$ cat src/rtl/serial_tx_dbuf_pkg.sv
package serial_tx_dbuf_pkg;
  typedef enum logic [1:0] {
    ENG_EMPTY  = 2'd0,
    ENG_PEND   = 2'd1,
    ENG_ACTIVE = 2'd2
  } eng_state_t;
endpackage

$ cat src/rtl/serial_tx_dbuf_hold.sv
module serial_tx_dbuf_hold #(
  parameter int DATA_W = 8
) (
  input  logic              clk,
  input  logic              rst,
  input  logic              en,
  input  logic              irq_en,
  input  logic              bit9_wr,
  input  logic              bit9_din,
  input  logic              wr,
  input  logic [DATA_W-1:0] din,
  input  logic              mode,
  input  logic              take,
  output logic              full,
  output logic [DATA_W:0]   word,
  output logic              wide,
  output logic              hold_empty,
  output logic              irq,
  output logic              overrun
);
  logic full_nxt;
  logic ninth_q;

  always_comb begin
    full_nxt = full;
    if (!en)                full_nxt = 1'b0;
    else if (take)          full_nxt = 1'b0;
    else if (wr && !full)   full_nxt = 1'b1;
  end

  always_ff @(posedge clk) begin
    if (rst) begin
      full       <= 1'b0;
      word       <= '0;
      wide       <= 1'b0;
      hold_empty <= 1'b0;
      irq        <= 1'b0;
      overrun    <= 1'b0;
      ninth_q    <= 1'b0;
    end else begin
      full       <= full_nxt;
      hold_empty <= en && !full_nxt;
      irq        <= en && !full_nxt && irq_en;
      if (bit9_wr) ninth_q <= bit9_din;
      if (!en)               overrun <= 1'b0;
      else if (wr && full)   overrun <= 1'b1;
      if (en && wr && !full) begin
        word <= {ninth_q, din};
        wide <= mode;
      end
    end
  end

  AST_OVERRUN_STICKY: assert property (@(posedge clk) disable iff (rst)
    (en && $past(en) && $past(overrun)) |-> overrun);
  AST_FULL_KEEPS_WORD: assert property (@(posedge clk) disable iff (rst)
    $past(full) |-> $stable(word));
  AST_IRQ_NEEDS_EMPTY: assert property (@(posedge clk) disable iff (rst)
    irq |-> hold_empty);
endmodule

$ cat src/rtl/serial_tx_dbuf_shift.sv
module serial_tx_dbuf_shift
  import serial_tx_dbuf_pkg::*;
#(
  parameter int DATA_W = 8
) (
  input  logic            clk,
  input  logic            rst,
  input  logic            en,
  input  logic            tick,
  input  logic            have_word,
  input  logic [DATA_W:0] word,
  input  logic            wide,
  output logic            take,
  output logic            txd,
  output logic            sh_empty
);
  localparam int CNT_W  = $clog2(DATA_W + 3);
  localparam int STOP8  = DATA_W + 1;
  localparam int STOP9  = DATA_W + 2;

  eng_state_t        st;
  logic [CNT_W-1:0]  cnt;
  logic [DATA_W:0]   sreg;
  logic              wide_q;
  logic [CNT_W-1:0]  stop_idx;
  logic              at_stop_end;

  assign stop_idx    = wide_q ? CNT_W'(STOP9) : CNT_W'(STOP8);
  assign at_stop_end = (st == ENG_ACTIVE) && tick && (cnt == stop_idx);
  assign take        = have_word && en && ((st == ENG_EMPTY) || at_stop_end);

  always_ff @(posedge clk) begin
    if (rst || !en) begin
      st       <= ENG_EMPTY;
      cnt      <= '0;
      sreg     <= '0;
      wide_q   <= 1'b0;
      txd      <= 1'b1;
      sh_empty <= 1'b1;
    end else begin
      case (st)
        ENG_EMPTY: begin
          if (take) begin
            sreg     <= word;
            wide_q   <= wide;
            st       <= ENG_PEND;
            sh_empty <= 1'b0;
          end
        end
        ENG_PEND: begin
          if (tick) begin
            txd <= 1'b0;
            cnt <= '0;
            st  <= ENG_ACTIVE;
          end
        end
        ENG_ACTIVE: begin
          if (tick) begin
            if (cnt == stop_idx) begin
              if (take) begin
                sreg   <= word;
                wide_q <= wide;
                txd    <= 1'b0;
                cnt    <= '0;
              end else begin
                st       <= ENG_EMPTY;
                txd      <= 1'b1;
                sh_empty <= 1'b1;
              end
            end else begin
              cnt <= cnt + 1'b1;
              if (cnt == stop_idx - 1'b1) begin
                txd <= 1'b1;
              end else begin
                txd  <= sreg[0];
                sreg <= sreg >> 1;
              end
            end
          end
        end
        default: st <= ENG_EMPTY;
      endcase
    end
  end

  AST_LINE_ONLY_ON_TICK: assert property (@(posedge clk) disable iff (rst)
    ($past(en) && !$past(tick) && !$past(rst)) |-> $stable(txd));
  AST_START_LOW: assert property (@(posedge clk) disable iff (rst)
    ($past(en) && !$past(rst) && $past(tick) && ($past(st) == ENG_PEND)) |-> !txd);
  AST_IDLE_HIGH: assert property (@(posedge clk) disable iff (rst)
    sh_empty |-> txd);
endmodule

$ cat src/rtl/serial_tx_dbuf.sv
module serial_tx_dbuf #(
  parameter int DATA_W = 8
) (
  input  logic              clk,
  input  logic              rst,
  input  logic              tx_en,
  input  logic              wide_mode,
  input  logic              irq_en,
  input  logic              bit9_wr,
  input  logic              bit9_din,
  input  logic              data_wr,
  input  logic [DATA_W-1:0] data_in,
  input  logic              baud_tick,
  output logic              tx_line,
  output logic              hold_empty,
  output logic              shift_empty,
  output logic              overrun,
  output logic              irq
);
  logic            full;
  logic            take;
  logic [DATA_W:0] word;
  logic            wide;

  serial_tx_dbuf_hold #(.DATA_W(DATA_W)) u_hold (
    .clk        (clk),
    .rst        (rst),
    .en         (tx_en),
    .irq_en     (irq_en),
    .bit9_wr    (bit9_wr),
    .bit9_din   (bit9_din),
    .wr         (data_wr),
    .din        (data_in),
    .mode       (wide_mode),
    .take       (take),
    .full       (full),
    .word       (word),
    .wide       (wide),
    .hold_empty (hold_empty),
    .irq        (irq),
    .overrun    (overrun)
  );

  serial_tx_dbuf_shift #(.DATA_W(DATA_W)) u_shift (
    .clk       (clk),
    .rst       (rst),
    .en        (tx_en),
    .tick      (baud_tick),
    .have_word (full),
    .word      (word),
    .wide      (wide),
    .take      (take),
    .txd       (tx_line),
    .sh_empty  (shift_empty)
  );

  AST_DISABLED_QUIET: assert property (@(posedge clk) disable iff (rst)
    !$past(tx_en) |-> (tx_line && shift_empty && !hold_empty && !irq && !overrun));
  AST_FULL_NOT_EMPTY: assert property (@(posedge clk) disable iff (rst)
    full |-> !hold_empty);
endmodule

$ cat config.mk
export PLATFORM = sky130hd
export DESIGN_NAME = serial_tx_dbuf
export DESIGN_NICKNAME = d
export VERILOG_FILES = /design/src/rtl/serial_tx_dbuf_pkg.sv /design/src/rtl/serial_tx_dbuf_hold.sv /design/src/rtl/serial_tx_dbuf_shift.sv /design/src/rtl/serial_tx_dbuf.sv
export SDC_FILE = /design/constraint.sdc
export NUM_CORES = 1
export LEC_CHECK = 0
export BUFFER_PORTS_ARGS = -buffer_cell sky130_fd_sc_hd__buf_2
export CAP_MARGIN = 30
export CORE_ASPECT_RATIO = 0.75
export CORE_MARGIN = 1
export CORE_UTILIZATION = 55
export DETAILED_ROUTE_END_ITERATION = 8
export GPL_TIMING_DRIVEN = 0
export PLACE_DENSITY = 0.75
export SYNTH_ARGS = -nofsm -noshare
export SYNTH_HDL_FRONTEND = slang
export SYNTH_SLANG_ARGS = --single-unit
export TNS_END_PERCENT = 1
$ cat constraint.sdc
create_clock -name clk -period 2.28 [get_ports clk]
set_clock_uncertainty 0.05 [all_clocks]
set_input_delay 0.228 -clock clk [delete_from_list [all_inputs] [get_ports clk]]
set_output_delay 0.228 -clock clk [all_outputs]
set_load 0.03 [all_outputs]
# Yosys cells after proc, flatten, opt, wreduce, memory -nomap -nowiden
# Index checks and enable logic that the tools add are counted.
[word_totals] in_bits=17 output_inout_bits=5 elab_cells=87 register_bits=33
[op_classes] n_reduce_logical=25 add_sub_neg=2 n_mux=35 n_eq_ne=11 bitwise=1
[ops] cell="$mux W9" n=4
[ops] cell="$pmux W9 S2" n=1
[ops] cell="$mux W4" n=4
[ops] cell="$mux W1" n=15
[ops] cell="$mux W2" n=6
[ops] cell="$logic_and A1 B1 Y1" n=10
[ops] cell="$ne A2 B2 Y1 const B" n=5
[ops] cell="$reduce_and A5 Y1" n=2
[ops] cell="$reduce_and A3 Y1" n=3
[ops] cell="$eq A4 B4 Y1" n=2
[ops] cell="$pmux W4 S2" n=1
[ops] cell="$ne A3 B3 Y1 const B" n=2
[ops] cell="$pmux W1 S2" n=3
[ops] cell="$pmux W2 S3" n=1
[ops] cell="$add A4 B1 Y4 const B" n=1
[ops] cell="$reduce_and A4 Y1" n=1
[ops] cell="$reduce_bool A2 Y1" n=2
[ops] cell="$sub A4 B1 Y4 const B" n=1
[ops] cell="$logic_not A1 Y1" n=3
[ops] cell="$eq A2 B1 Y1 const B" n=1
[ops] cell="$eq A2 B2 Y1 const B" n=1
[ops] cell="$logic_not A2 Y1" n=1
[ops] cell="$logic_or A1 B1 Y1" n=2
[ops] cell="$reduce_or A2 Y1" n=1
[ops] cell="$not A1 Y1" n=1

# Longest topological paths before layout
[depth] ltp_word=10 ltp_mapped=7 depth_no_buf=5

# Hierarchy
# From an unflattened synthesis, not the netlist that was laid out.
[hier_totals] cells_unflattened=187 area_unflattened_um2=1645.3
[by_module_without_submodules] module="serial_tx_dbuf_shift" area_per_inst_um2=1034.7 cells_per_inst=129 instances=1
[by_module_without_submodules] module="serial_tx_dbuf_hold" area_per_inst_um2=610.6 cells_per_inst=58 instances=1

# Worst setup path before layout
# OpenSTA, ideal clock, no wires.
[synth_path] kind="reg-to-reg" start="register u_shift.wide_q" end="register u_shift.sreg[0]" setup_time_ns=0.115 arrival_ns=1.632 stages_incl_launch_ff=6 period_less_slack_ns=1.797 n_path_buf=0 slack_ns=0.483 cell_sequence="dfxtp_1 > or2b_2 > xnor2_1 > o21bai_1 > nand2_1 > o21ba_1"
[synth_between] elab_chain_cells=9 word_cells_on_any_way=13 cone_classes="1 x add/sub; 3 x eq/ne; 5 x mux; 4 x reduce/logical"
[synth_lines] element="start, declared" line_no="serial_tx_dbuf_shift.sv:24" text="logic wide_q;"
[synth_lines] element="start signal, assigned" line_no="serial_tx_dbuf_shift.sv:45" text="wide_q <= wide;"
[synth_lines] element="start signal, assigned" line_no="serial_tx_dbuf_shift.sv:62" text="wide_q <= wide;"
[synth_lines] element="$mux W2 (*)" line_no="serial_tx_dbuf_shift.sv:28" text="assign stop_idx = wide_q ? CNT_W'(STOP9) : CNT_W'(STOP8);"
[synth_lines] element="parallel branches: the longest is 8 deep, another holds $sub A4 B1 Y4"
[synth_lines] element="end signal, assigned" line_no="serial_tx_dbuf_shift.sv:44" text="sreg <= word;"
[synth_lines] element="end signal, assigned" line_no="serial_tx_dbuf_shift.sv:61" text="sreg <= word;"
[synth_lines] element="end signal, assigned" line_no="serial_tx_dbuf_shift.sv:76" text="sreg <= sreg >> 1;"
[synth_lines] element="end, declared" line_no="serial_tx_dbuf_shift.sv:23" text="logic [DATA_W:0] sreg;"
# Mark *: on every way between the ends. The select of a mux whose other input is x is not followed.
# A chain may end at the register's enable or synchronous reset.

# Worst setup path after layout
[layout_path] start="register u_shift.cnt[0]" end="register u_shift.sreg[6]"
[layout_between] elab_chain_cells=8 word_cells_on_any_way=11 cone_classes="3 x eq/ne; 4 x mux; 4 x reduce/logical"
[layout_lines] element="start, declared" line_no="serial_tx_dbuf_shift.sv:22" text="logic [CNT_W-1:0] cnt;"
[layout_lines] element="start signal, assigned" line_no="serial_tx_dbuf_shift.sv:71" text="cnt <= cnt + 1'b1;"
[layout_lines] element="$eq A4 B4 Y1" line_no="serial_tx_dbuf_shift.sv:29, serial_tx_dbuf_shift.sv:59"
[layout_lines] element="$logic_and A1 B1 Y1" line_no="serial_tx_dbuf_shift.sv:29" text="assign at_stop_end = (st == ENG_ACTIVE) && tick && (cnt == stop_idx);"
[layout_lines] element="$logic_or A1 B1 Y1" line_no="serial_tx_dbuf_shift.sv:30" text="assign take = have_word && en && ((st == ENG_EMPTY) || at_stop_end);"
[layout_lines] element="$logic_and A1 B1 Y1" line_no="serial_tx_dbuf_shift.sv:30"
[layout_lines] element="$mux W9"
[layout_lines] element="$mux W9" line_no="serial_tx_dbuf_shift.sv:59" text="if (cnt == stop_idx) begin"
[layout_lines] element="$mux W9" line_no="serial_tx_dbuf_shift.sv:58" text="if (tick) begin"
[layout_lines] element="$pmux W9 S2" line_no="serial_tx_dbuf_shift.sv:41" text="case (st)"
# Several ways; a longest one is shown, not always the timed one. The select of a mux whose other input is x is not followed.

==> flow_summary.ini <==
[floorplan]
core-area_mm2 = 0.00238
start_util_pct = 60.6
dieArea_mm2 = 0.00284
die_h_um = 46.4
num_rows = 15
die_w_um = 61.2
ios = 22

[cts]
clock_latency_ns = 0.33
clk_path_buf_depth = 2
numCtsBuffers = 5
ctsRootBufferMaster = clkbuf_4
clock-sinks = 33
clk_pin_slew_ns = 0.10
cts_hold_buf = 0
cts_tree = built
h-tree-depth = 2

[yosys]
synth-simple-area-share_pct = 18.1
syn_inst = 148
synth.most_common_cell = dfxtp_1
synth-compound-area-share_pct = 22.2
ys_ff_latch = 33
yosys_warnings = 0
yosysSeqAreaShare_pct = 45.7
synth_top_area_share_pct = 45.7
synth.mux.area_fraction_pct = 9.78
synth-xor-area-share_pct = 0.606
synthTopCellsByCount = dfxtp_1 (33), nor2_1 (20), mux2i_1 (13)
synth_fp_nets = 166
synthAdderAreaFrac_pct = 0.866
yosysTopAreaCell = dfxtp_1
ys_types = 39
synth_area_leaders = dfxtp_1 (46%), mux2i_1 (9.0%), nor2_1 (5.2%), o21ba_1 (4.8%), o221ai_1 (4.2%)
synth_top_family_by_area = compound AO/OA/AOI/OAI gates
ys.flop_type = dfxtp_1
syn-cell-area_mm2 = 0.00145
syn_area_per_cell_um2 = 9.76
synth_edf_count = 0
synthArstFlopShare_pct = 0

[timing]
rsz0062_at_grt = false
max_freq_ghz = 0.509
hold-worst-slack_ns = 0.0291
period_needed_ns = 1.96
finalMaxSlewViolations = 0
tightest_slew_ns = 0.491
worst_slew_margin_rel_pct = 67.3
fin_setup_tns_ns = 0
setup_viol = 0
final_hold_viol_count = 0
final.period_utilization_pct = 86.2

[placement]
place_congestion = 0.762
dpl.hpwl_um = 1990
portBuffers = 20

[power_and_ir_drop]
cellLeakagePower_nw = 0.786
p_sw_share_pct = 23.5
p_switching_w = 0.000248
internal_power_w = 0.000807
combPwrFrac_pct = 7.7
powerDensity_mw_per_mm2 = 635
pwr-share-seq_pct = 56.7
clkPwrFrac_pct = 35.5
vdd_drop_max_mv = 0.439

[run]
max-cap-violations = 0

[worst_setup_path]
r2r-start = u_shift.cnt[0]$_SDFFE_PP0P_
worstSetupPathType = register to register
worstReg2RegEnd = u_shift.sreg[6]$_SDFFE_PP0P_
worst_setup_path_end_kind = register
crit_fanout = 10
cp.arrival_ns = 2.15
reg2reg_slack_ns = 0.32
rr_worst_depth = 6
required_ns = 2.47
start_kind = register

[routing]
drt-total-wl_um = 2870
ant_nets = 0
drc_errors = 0
first_pass_iters = 4
drt_iter0_markers = 39
routedWlPerCell_um = 13.7
vias = 1186
viasPerCell = 5.65

[global_routing]
antenna_found_initial = 0
grt_pass1_vias = 1035
overflow = 0
grt_max_degree = 11
grt_pass1_wl_um = 4550
grt_usage_pct = 23.0

[worst_hold_path]
hold_start = rst
min_to = u_hold.word[0]$_SDFFE_PP0P_
min_path_cells = 2
hp-class = input port to register

[run_status]
status = complete, no violations

[layout]
drive_gt1_share_pct = 21.6
diodes = 0
final_nets = 193
syn2layout_area_growth_pct = 15.0
fill_cells = 205
flip-flops by register name (all words and copies together) (netlist names):
| signal | flops |
|---|---|
| u_hold.word | 9 |
| u_shift.sreg | 9 |
| u_shift.cnt | 4 |
| u_shift.st | 2 |
| u_hold.full | 1 |
| u_hold.hold_empty | 1 |
| u_hold.irq | 1 |
| u_hold.ninth_q | 1 |
| u_hold.overrun | 1 |
| u_hold.wide | 1 |
| u_shift.sh_empty | 1 |
| u_shift.txd | 1 |
| u_shift.wide_q | 1 |
cell families (layout without fill, tap and decap cells):
kind of cell / Yosys count / in the layout
muxes: 14 / 14
AOI/OAI and AO/OA: 41 / 41
and+or+nand+nor: 50 / 50
xor gates and xnor gates: 1 / 1
buffers and inverters: 8 / 36
DFF: 33 / 33
adders and majority gates: 1 / 1
how the worst max path moves through the flow:
| stage | startpoint | to | slack [ns] |
|---|---|---|---|
| after detailed placement | u_shift.cnt[0]$_SDFFE_PP0P_ | u_shift.sreg[4]$_SDFFE_PP0P_ | 0.1 |
| after CTS | u_shift.cnt[0]$_SDFFE_PP0P_ | u_shift.sreg[4]$_SDFFE_PP0P_ | 0.07 |
| after floorplan | u_shift.wide_q$_SDFFE_PP0P_ | u_shift.sreg[0]$_SDFFE_PP0P_ | 0.48 |
| after global placement | u_shift.wide_q$_SDFFE_PP0P_ | u_shift.sreg[5]$_SDFFE_PP0P_ | 0.12 |
| after global routing | u_shift.cnt[0]$_SDFFE_PP0P_ | u_shift.sreg[0]$_SDFFE_PP0P_ | 0.22 |
| final | u_shift.cnt[0]$_SDFFE_PP0P_ | u_shift.sreg[6]$_SDFFE_PP0P_ | 0.32 |
power groups by stage:
stage	sequential, W	clock, W	combinational (W)
2_1_floorplan	0.000614	0	0.0000502
3_3_place_gp	0.000611	0	0.0000790
3_5_place_dp	0.000612	0	0.0000816
4_1_cts	0.000599	0.000379	0.0000821
5_1_grt	0.000601	0.000402	0.0000912
6_report	0.000599	0.000375	0.0000814
placed cells by master (no fill, tap or decap), types with 2 or more instances in the layout:
cell type  instances
a31oi_1            2
o21ba_1            7
clkbuf_1           5
dfxtp_1           33
nor2b_1            5
a21oi_1            5
nand3_1            2
o221ai_1           7
mux2i_1           13
nand3b_1           4
nand2_1            5
clkbuf_4           5
clkbuf_8           2
o21ai_0            6
nor3b_1            2
buf_2             22
nand2b_1           3
a21o_1             2
nor3_1             4
nor2_1            20
layer usage:
layer	vias up	GRT usage, %	wire (µm)
li1	596	-	-
met2	28	33.9	1280
met4	0	9.55	41
met5	-	0	0
met3	5	7.58	139
met1	557	30.8	1410
worst max-delay path, stage by stage (launching register included):
cell and delay (ns):
dfxtp_1 0.47, or3b_4 0.43, a21oi_4 0.28, a21oi_2 0.11
buf_6 0.16, o221ai_1 0.19, o21ba_1 0.17
repair_timing:
| action | 4_1_cts | 5_1_grt |
|---|---|---|
| setup buffers | 0 | 0 |
| gates resized for setup | 0 | 1 |
| setup endpoints to repair | 0 | 8 |
final cells by class:
cell class,instances,area [µm²],area share [%]
Multi-Input combinational cell,107,748,45.0
Sequential cell,33,661,39.8
Timing Repair Buffer,20,100,6.02
Clock buffer,7,65.1,3.92
Tap cell,34,42.5,2.56
Buffer,8,40.0,2.41
Clock inverter,1,5.00,0.301
per-stage QoR:
stage                     setup WS (ns)  instances  area [µm²]  power [W]  util (%)
after floorplan                   0.483        148        1450   0.000664         -
after global placement            0.120        202        1590   0.000690      66.6
after detailed placement         0.0951        202        1590   0.000694      66.6
after CTS                        0.0681        210        1660    0.00106      69.6
after global routing              0.222        210        1660    0.00109      69.7
final                             0.315        210        1660    0.00105      69.7
Note: power is estimated with default switching activity, not from simulation.
